==> config.mk <==
export PLATFORM = sky130hd
export DESIGN_NAME = xbar_mvm_engine
export DESIGN_NICKNAME = d
export VERILOG_FILES = /design/src/rtl/xbar_pkg.sv /design/src/rtl/xbar_cell.sv /design/src/rtl/xbar_adder_tree.sv /design/src/rtl/xbar_out_stage.sv /design/src/rtl/xbar_mvm_engine.sv
export SDC_FILE = /design/constraint.sdc
export NUM_CORES = 2
export LEC_CHECK = 0
export BUFFER_PORTS_ARGS = -buffer_cell sky130_fd_sc_hd__buf_2
export CAP_MARGIN = 30
export CORE_ASPECT_RATIO = 0.8
export CORE_MARGIN = 4
export CORE_UTILIZATION = 52
export DETAILED_ROUTE_END_ITERATION = 10
export PLACE_DENSITY = 0.69
export SYNTH_ARGS = -nofsm -noshare
export SYNTH_HDL_FRONTEND = slang
export SYNTH_SLANG_ARGS = --single-unit
==> constraint.sdc <==
create_clock -name clk -period 13.1 [get_ports clk]
set_input_delay 2.62 -clock clk [delete_from_list [all_inputs] [get_ports clk]]
set_output_delay 2.62 -clock clk [all_outputs]
set_load 0.03 [all_outputs]
==> src/rtl/xbar_pkg.sv <==
package xbar_pkg;

    typedef enum logic [2:0] {
        ST_IDLE,
        ST_LOAD,
        ST_FETCH,
        ST_MAC,
        ST_EMIT
    } xbar_state_e;

endpackage

==> src/rtl/xbar_cell.sv <==
// One emulated cell lane: differential conductance decode plus noise, times row voltage.
module xbar_cell #(
    parameter int VW = 8,
    parameter int GW = 6,
    localparam int EW = GW + 2,
    localparam int PW = VW + EW
) (
    input  logic signed [VW-1:0]   v,
    input  logic        [3*GW-1:0] word,
    input  logic                   active,
    output logic signed [PW-1:0]   prod
);

    logic signed [EW-1:0] g_pos;
    logic signed [EW-1:0] g_neg;
    logic signed [EW-1:0] noise;
    logic signed [EW-1:0] eff;
    logic signed [PW-1:0] v_x;
    logic signed [PW-1:0] eff_x;

    // lane field layout {pos, neg, noise}
    assign g_pos = EW'({2'b00, word[3*GW-1:2*GW]});
    assign g_neg = EW'({2'b00, word[2*GW-1:GW]});
    assign noise = EW'($signed(word[GW-1:0]));
    assign eff   = g_pos - g_neg + noise;

    assign v_x   = PW'(v);
    assign eff_x = PW'(eff);

    // padding lanes behave as zero-conductance cells
    assign prod  = active ? (v_x * eff_x) : '0;

endmodule

==> src/rtl/xbar_adder_tree.sv <==
// Balanced reduction of the K lane products into one partial sum.
module xbar_adder_tree #(
    parameter int K  = 4,
    parameter int IW = 16,
    localparam int LV = (K > 1) ? $clog2(K) : 0,
    localparam int NP = 1 << LV,
    localparam int OW = IW + LV
) (
    input  logic signed [IW-1:0] in_v [K],
    output logic signed [OW-1:0] sum
);

    logic signed [OW-1:0] node [2*NP-1];

    for (genvar li = 0; li < NP; li++) begin : g_leaf
        if (li < K) begin : g_used
            assign node[NP-1+li] = OW'(in_v[li]);
        end else begin : g_pad
            assign node[NP-1+li] = '0;
        end
    end

    for (genvar ni = 0; ni < NP - 1; ni++) begin : g_node
        assign node[ni] = node[2*ni+1] + node[2*ni+2];
    end

    assign sum = node[0];

endmodule

==> src/rtl/xbar_out_stage.sv <==
// Output decode: scale, saturate to result range, optional rectifier.
module xbar_out_stage #(
    parameter int AW = 32,
    parameter int SW = 16,
    localparam int MW = AW + SW + 1
) (
    input  logic signed [AW-1:0] acc,
    input  logic        [SW-1:0] scale,
    input  logic                 relu_en,
    output logic signed [AW-1:0] res
);

    logic signed [MW-1:0] prod;
    logic signed [AW-1:0] sat;
    logic                 fits;

    assign prod = MW'(acc) * MW'($signed({1'b0, scale}));
    assign fits = (&prod[MW-1:AW-1]) || !(|prod[MW-1:AW-1]);

    always_comb begin
        if (fits) begin
            sat = prod[AW-1:0];
        end else if (prod[MW-1]) begin
            sat = {1'b1, {(AW-1){1'b0}}};
        end else begin
            sat = {1'b0, {(AW-1){1'b1}}};
        end
    end

    assign res = (relu_en && sat[AW-1]) ? '0 : sat;

endmodule

==> src/rtl/xbar_mvm_engine.sv <==
module xbar_mvm_engine
    import xbar_pkg::*;
#(
    parameter int N  = 6,
    parameter int K  = 4,
    parameter int VW = 8,
    parameter int GW = 6,
    parameter int SW = 16,
    localparam int PASSES = (N + K - 1) / K,
    localparam int LANEW  = 3 * GW,
    localparam int PW     = VW + GW + 2,
    localparam int AW     = 2 * PW,
    localparam int LV     = (K > 1) ? $clog2(K) : 0,
    localparam int TW     = PW + LV,
    localparam int XW     = AW + 2,
    localparam int ADW    = (N * PASSES > 1) ? $clog2(N * PASSES) : 1,
    localparam int CW     = (N > 1) ? $clog2(N + 1) : 1,
    localparam int PCW    = (PASSES > 1) ? $clog2(PASSES) : 1
) (
    input  logic                   clk,
    input  logic                   rst_n,
    input  logic                   start,
    input  logic                   relu_en,
    input  logic [SW-1:0]          scale,
    output logic                   busy,
    input  logic                   vec_valid,
    input  logic [VW-1:0]          vec_data,
    output logic                   vec_ready,
    output logic                   mem_req,
    output logic [ADW-1:0]         mem_addr,
    input  logic [K*LANEW-1:0]     mem_rdata,
    output logic                   out_valid,
    output logic [AW-1:0]          out_data,
    output logic                   out_last
);

    localparam logic [CW-1:0]  LAST_ROW  = CW'(N - 1);
    localparam logic [PCW-1:0] LAST_PASS = PCW'(PASSES - 1);

    xbar_state_e state, state_n;

    logic signed [VW-1:0]  vreg [N];
    logic [CW-1:0]         ld_idx;
    logic [CW-1:0]         col;
    logic [PCW-1:0]        pass;
    logic [ADW-1:0]        addr_q;
    logic signed [AW-1:0]  acc;
    logic signed [AW-1:0]  acc_next;
    logic signed [AW-1:0]  acc_base;
    logic signed [XW-1:0]  acc_wide;
    logic                  relu_q;
    logic [SW-1:0]         scale_q;

    logic signed [VW-1:0]  lane_v   [K];
    logic                  lane_act [K];
    logic signed [PW-1:0]  lane_p   [K];
    logic signed [TW-1:0]  tree_sum;
    logic signed [AW-1:0]  res;

    logic last_pass;
    logic last_col;

    assign last_pass = (pass == LAST_PASS);
    assign last_col  = (col == LAST_ROW);

    // ---------------- state register ----------------
    always_ff @(posedge clk or negedge rst_n) begin
        if (!rst_n) begin
            state <= ST_IDLE;
        end else begin
            state <= state_n;
        end
    end

    // ---------------- next-state logic ----------------
    always_comb begin
        state_n = state;
        unique case (state)
            ST_IDLE:  if (start) state_n = ST_LOAD;
            ST_LOAD:  if (vec_valid && ld_idx == LAST_ROW) state_n = ST_FETCH;
            ST_FETCH: state_n = ST_MAC;
            ST_MAC:   state_n = last_pass ? ST_EMIT : ST_FETCH;
            ST_EMIT:  state_n = last_col ? ST_IDLE : ST_FETCH;
            default:  state_n = ST_IDLE;
        endcase
    end

    // ---------------- lane selection (row voltages, padding) ----------------
    always_comb begin
        for (int i = 0; i < K; i++) begin
            if ((int'(pass) * K + i) < N) begin
                lane_act[i] = 1'b1;
                lane_v[i]   = vreg[CW'(int'(pass) * K + i)];
            end else begin
                lane_act[i] = 1'b0;
                lane_v[i]   = '0;
            end
        end
    end

    for (genvar gi = 0; gi < K; gi++) begin : g_lane
        xbar_cell #(
            .VW (VW),
            .GW (GW)
        ) u_cell (
            .v      (lane_v[gi]),
            .word   (mem_rdata[gi*LANEW +: LANEW]),
            .active (lane_act[gi]),
            .prod   (lane_p[gi])
        );
    end

    xbar_adder_tree #(
        .K  (K),
        .IW (PW)
    ) u_tree (
        .in_v (lane_p),
        .sum  (tree_sum)
    );

    // ---------------- saturating accumulator ----------------
    assign acc_base = (pass == '0) ? '0 : acc;
    assign acc_wide = XW'(acc_base) + XW'(tree_sum);

    always_comb begin
        if ((&acc_wide[XW-1:AW-1]) || !(|acc_wide[XW-1:AW-1])) begin
            acc_next = acc_wide[AW-1:0];
        end else if (acc_wide[XW-1]) begin
            acc_next = {1'b1, {(AW-1){1'b0}}};
        end else begin
            acc_next = {1'b0, {(AW-1){1'b1}}};
        end
    end

    xbar_out_stage #(
        .AW (AW),
        .SW (SW)
    ) u_out (
        .acc     (acc),
        .scale   (scale_q),
        .relu_en (relu_q),
        .res     (res)
    );

    // ---------------- datapath and registered outputs ----------------
    always_ff @(posedge clk or negedge rst_n) begin
        if (!rst_n) begin
            ld_idx    <= '0;
            col       <= '0;
            pass      <= '0;
            addr_q    <= '0;
            acc       <= '0;
            relu_q    <= 1'b0;
            scale_q   <= '0;
            out_valid <= 1'b0;
            out_last  <= 1'b0;
            out_data  <= '0;
            for (int i = 0; i < N; i++) vreg[i] <= '0;
        end else begin
            out_valid <= 1'b0;
            out_last  <= 1'b0;
            unique case (state)
                ST_IDLE: begin
                    if (start) begin
                        relu_q  <= relu_en;
                        scale_q <= scale;
                        ld_idx  <= '0;
                        col     <= '0;
                        pass    <= '0;
                        addr_q  <= '0;
                    end
                end
                ST_LOAD: begin
                    if (vec_valid) begin
                        vreg[ld_idx] <= vec_data;
                        ld_idx       <= ld_idx + 1'b1;
                    end
                end
                ST_FETCH: begin
                end
                ST_MAC: begin
                    acc    <= acc_next;
                    addr_q <= addr_q + 1'b1;
                    pass   <= last_pass ? '0 : pass + 1'b1;
                end
                ST_EMIT: begin
                    out_valid <= 1'b1;
                    out_data  <= res;
                    out_last  <= last_col;
                    col       <= col + 1'b1;
                end
                default: begin
                end
            endcase
        end
    end

    assign busy      = (state != ST_IDLE);
    assign vec_ready = (state == ST_LOAD);
    assign mem_req   = (state == ST_FETCH);
    assign mem_addr  = addr_q;

endmodule

Word level (Yosys, flattened, before mapping):

Index checks and enable logic that the tools add are counted.

* add/sub/neg operators: 19
* multiply operators: 5
* magnitude comparators: 10
* equal/unequal tests: 9
* mux-type cells: 49
* bitwise logic cells: 5
* reductions and logical operators: 22

Operators with widths (count)
* $mux W32: 6
* $mux W8: 13
* $bmux W8 S3: 4
* $lt A32 B4 Y1 const B: 3
* $mul A8 B8 Y16: 4
* $mux W16: 4
* $mul A32 B17 Y49: 1
* $bwmux W48: 1
* $add A16 B16 Y17: 2
* $add A32 B18 Y33: 1
* $add A7 B6 Y8: 4
* $sub A6 B6 Y7: 4
* $demux W8 S3: 1
* $add A17 B17 Y18: 1
* $reduce_and A18 Y1: 1
* $reduce_or A18 Y1: 1
* $ge A3 B4 Y1 const B: 4
* $mux W3: 5
* $pmux W3 S5: 1
* $not A3 Y3: 4
* $pmux W3 S2: 2
* $reduce_and A2 Y1: 5
* $eq A3 B3 Y1 const B: 3
* $add A3 B2 Y4 const B: 2
* 25 further kinds: 42

* flip-flop bits (word level): 145
* input port bits: 101
* output and inout port bits: 41
* logic and storage cells: 136

Longest topological paths before layout:

* word-level depth: 15
* mapped depth: 52

Modules after synthesis:

From an unflattened synthesis, not the netlist that was laid out.

* cells, all modules: 5127
* area, all modules: 43541.8 µm²

Modules (own cells, without submodules)
* xbar_out_stage: instances 1, cells an instance 2225, area each 18924.4 µm², sequential area each 0.0 µm²
* xbar_cell: instances 4, cells an instance 461, area each 3702.3 µm², sequential area each 0.0 µm²
* xbar_mvm_engine: instances 1, cells an instance 840, area each 8085.3 µm², sequential area each 3628.5 µm²
* xbar_adder_tree: instances 1, cells an instance 218, area each 1722.9 µm², sequential area each 0.0 µm²

Worst setup path after synthesis:

OpenSTA, ideal clock, no wires.

* kind: input to register
* from: input mem_rdata[30]
* to: register acc[11]
* library setup time: 0.083 ns
* arrival time: 13.987 ns
* required time: 13.017 ns
* path slack: -0.969 ns
* stages: 48
* path buffers: 1
* cells stage by stage: inv_1 ha_1 inv_1 fa_1 a21o_1 a21oi_1 xnor2_1 ha_1 a21oi_1 nand2b_1 a31oi_1 fa_1 fa_1 fa_1 inv_1 fa_1 ha_1 inv_1 [12 not listed] fa_1 inv_1 fa_1 inv_1 ha_1 a21o_1 a21o_1 a21oi_1 o21ai_0 nand3_1 nand2_1 o41ai_2 o21ai_1 a311o_1 xnor2_2 buf_2 maj3_1 o21ai_0

* word-level cells in the longest chain between the ends: 11
* elaborated cells on any way between the ends: 13
* classes of those cells: add/sub: 5; mul: 1; mux: 3; reduce/logical: 4

Ends and longest elaborated chain
* start: declaration: RTL line xbar_mvm_engine.sv:31 `input logic [K*LANEW-1:0] mem_rdata,`
* $sub A6 B6 Y7 (*): RTL line xbar_cell.sv:25 `assign eff = g_pos - g_neg + noise;`
* $add A7 B6 Y8 (*): RTL line xbar_cell.sv:25
* $mul A8 B8 Y16 (*): RTL line xbar_cell.sv:31 `assign prod = active ? (v_x * eff_x) : '0;`
* $mux W16 (*): RTL line xbar_cell.sv:31
* $add A16 B16 Y17 (*): RTL line xbar_adder_tree.sv:24 `assign node[ni] = node[2*ni+1] + node[2*ni+2];`
* $add A17 B17 Y18 (*): RTL line xbar_adder_tree.sv:24
* $add A32 B18 Y33 (*): RTL line xbar_mvm_engine.sv:123 `assign acc_wide = XW'(acc_base) + XW'(tree_sum);`
* $reduce_or A3 Y1: RTL line xbar_mvm_engine.sv:126 `if ((&acc_wide[XW-1:AW-1]) || !(|acc_wide[XW-1:AW-1])) begin`
* $logic_not A1 Y1: RTL line xbar_mvm_engine.sv:126
* $logic_or A1 B1 Y1: RTL line xbar_mvm_engine.sv:126
* $mux W32 (*): RTL line xbar_mvm_engine.sv:126
* end signal: assignment: RTL line xbar_mvm_engine.sv:182 `acc <= acc_next;`
* end: declaration: RTL line xbar_mvm_engine.sv:47 `logic signed [AW-1:0] acc;`

Every way passes the cells marked *; elsewhere a longest branch is shown, timed or not.
A chain may end at the register's enable or synchronous reset.

Worst setup path in the final report:

* from: input mem_rdata[12]
* to: register acc[3]

Same word-level chain as after synthesis.

==> impl_metrics.env <==
export IMPL_critPathLaunchType="primary input"
export IMPL_synth_top_area_share_pct=40.1
export IMPL_final_layout_size_suffix_gt1_share_pct=11.4
export IMPL_critPathCaptureType="register"
export IMPL_min_period_ns=12.67
export IMPL_final_setup_worst_slack_ns=0.429
export IMPL_die_h_um=258
export IMPL_area_delta_synth_final_pct=8.23
export IMPL_ys_warn_count=0
export IMPL_multi_input_area_mm2=0.0327
export IMPL_h_tree_depth=4
export IMPL_vias=30245
export IMPL_synth_most_common_cell="inv_1"
export IMPL_max_clock_freq_mhz=78.9
export IMPL_synth_top_area_cell="fa_1"
export IMPL_path_clk_slew_ns=0.08
export IMPL_totalWireLength_mm=101
export IMPL_critPathKind="in2reg"
export IMPL_min_path_type="reg2reg"
export IMPL_wl_per_cell_um=17.7
export IMPL_dieWidth_um=321
export IMPL_clkSinkCount=145
export IMPL_worstPathRequired_ns=13.52
export IMPL_start_util_pct=52.6
export IMPL_cp_common_cell="fa_1"
export IMPL_grt_max_degree=71
export IMPL_placementRows=91
export IMPL_drt_vias_per_instance=5.30
export IMPL_fin_skew_ns=0.0194
export IMPL_async_flop_share_pct=100
export IMPL_io_buffers=141
export IMPL_hold_viol_final=0
export IMPL_whs_ns=0.475
export IMPL_worst_slew_pin_slew_ns=1.11
export IMPL_grt_pass1_vias=31318
export IMPL_grt_first_pass_wirelength_mm=166
export IMPL_clockBufferDepth=2
export IMPL_fin_cells=5704
export IMPL_final_max_slew_violation_count=0
export IMPL_synth_main_ff_cell="dfrtp_1"
export IMPL_drtIter0Drc=2138
export IMPL_layout_nets=5905
export IMPL_core_mm2=0.0773
export IMPL_clk_latency_ns=0.51
export IMPL_antenna_found_initial=0
export IMPL_route_detailed_drc=0
export IMPL_status="finished clean"
export IMPL_place_gp_congestion=0.877
export IMPL_postSynthAreaPerCell_um2=8.96
export IMPL_dpl_worst_slack_ns=-0.197
export IMPL_antenna_left=0
export IMPL_cts_buffers=17
export IMPL_syn_inst=4543
export IMPL_cts_root_buffer="clkbuf_16"
export IMPL_track_usage_pct=25.2
export IMPL_synth_edf_count=0
export IMPL_maxSlewHeadroom_pct=23.9
export IMPL_regArea_mm2=0.00363
export IMPL_cp_arrival_ns=13.09
export IMPL_synth_area_leaders="fa_1 40%, inv_1 9.9%, ha_1 9.8%"
export IMPL_syn_nets=5780
export IMPL_ios=142
export IMPL_nFillCells=6833
export IMPL_cp_max_fo=8
export IMPL_antenna_cells=0
export IMPL_syn_area_mm2=0.0407
export IMPL_overflow=0
export IMPL_cts_tree="done"
export IMPL_place_inst=5661
export IMPL_ys_seq_area_share_pct=8.92
export IMPL_firstDrtPassIters=5
export IMPL_min_period_over_period_pct=96.7
export IMPL_cpPeakStageDelay_ns=0.55
export IMPL_setup_viol=0
export IMPL_drv_cap=0
export IMPL_dieArea_mm2=0.0828
export IMPL_yosysUniqueCellTypes=82
export IMPL_ys_ff_latch=145
export IMPL_dp_hpwl_mm=82.3
export IMPL_synth_common_cells="1,070 x inv_1, 816 x fa_1, 504 x nand2_1"
export IMPL_critPathSlowestCell="fa_1"
==> final timing paths <==
check	from	end	slack [ns]	cells after the start
setup / recovery	mem_rdata[12]	acc[3]	0.43	47
min in group asynchronous	rst_n	scale_q[7]	2.04	1
hold reg to reg	out_data[31]	out_data[31]	0.47	2
hold / removal	out_data[31]	out_data[31]	0.47	2
setup reg to reg	last_pass	acc[3]	2.75	36
max in group asynchronous	rst_n	last_pass	9.04	3
==> cell families (layout without fill, tap and decap cells) <==
kind of cell | after synthesis | count (layout) | share of synthesized area, %
buffers and inverters | 1247 | 1385 | 11.6
xor gates and xnor gates | 183 | 183 | 3.98
and+or+nand+nor | 1230 | 1230 | 14.3
adders and majority gates | 1167 | 1167 | 50.7
DFF | 145 | 145 | 8.92
AOI/OAI and AO/OA | 480 | 480 | 7.98
muxes | 91 | 91 | 2.45
==> layer usage <==
metal / vias up / global-route usage (%) / wire length, um
met5: - / 0 / 0
met4: 0 / 4.61 / 1390
met3: 86 / 6.60 / 9190
met2: 1003 / 37.0 / 43300
met1: 15184 / 38.1 / 47100
li1: 13972 / - / -
==> through the flow <==
step / setup TNS, ns / utilization (%) / cell area [um2]
global route: -1.23 / 57.0 / 44000
detailed placement: -4.59 / 55.8 / 43100
CTS: 0 / 56.5 / 43700
finish: 0 / 57.0 / 44000
global placement: -1.52 / 55.7 / 43100
floorplan: 0 / - / 40800
==> flip-flops by register name, indices dropped and copies added, names as in the netlist <==
name and flops:
vreg 48, acc 32, out_data 32, scale_q 16
mem_addr 4, col 3, ld_idx 3, state 3
last_pass 1, out_last 1, out_valid 1, relu_q 1
==> worst max-delay path: cells and delay by family <==
family | cells | cell delay [ns]
adder cells (fa/ha/maj) | 13 | 5.43
AO/OA/AOI/OAI | 13 | 2.10
AND/OR/NAND/NOR | 9 | 1.71
buffers and inverters | 9 | 0.67
XOR/XNOR | 3 | 0.54
==> layout by cell type (no fill, tap or decap), types with 8 or more instances in the layout <==
master        n
inv_1      1061
fa_1        815
nand2_1     502
ha_1        315
nor2_1      243
and2_1      199
a21oi_1     144
dfrtp_1     144
buf_2       141
buf_4       132
xnor2_1     117
mux2_2       68
nor2b_1      63
o21ai_0      59
xor2_1       57
nand2b_1     53
a21o_1       51
o21bai_1     39
o21ai_1      34
or2_2        31
a22oi_2      30
nor3_1       28
mux2i_1      22
nand3_1      20
nand4_1      19
clkbuf_16    19
maj3_1       16
maj3_2       15
a21oi_2      14
a211oi_1     13
o21a_1       12
and3_1       12
a31oi_1      12
inv_2         9
nor4_1        9
o211ai_1      8
==> repair_timing <==
item,CTS,global route
gates resized for setup,0,81
setup buffers,0,7
endpoints found under the setup margin,0,32
hold buffers,0,0
==> layout make-up <==
cell class	count	area share [%]
Timing Repair Buffer	283	4.21
Sequential cell	145	8.25
Clock inverter	15	0.415
Clock buffer	17	0.966
Multi-Input combinational cell	3151	74.1
Tap cell	1023	2.91
Inverter	1070	9.12
Power is left out: the tool's default activity adds up to more than one toggle a clock period on the data nets, which glitch-free logic cannot reach.
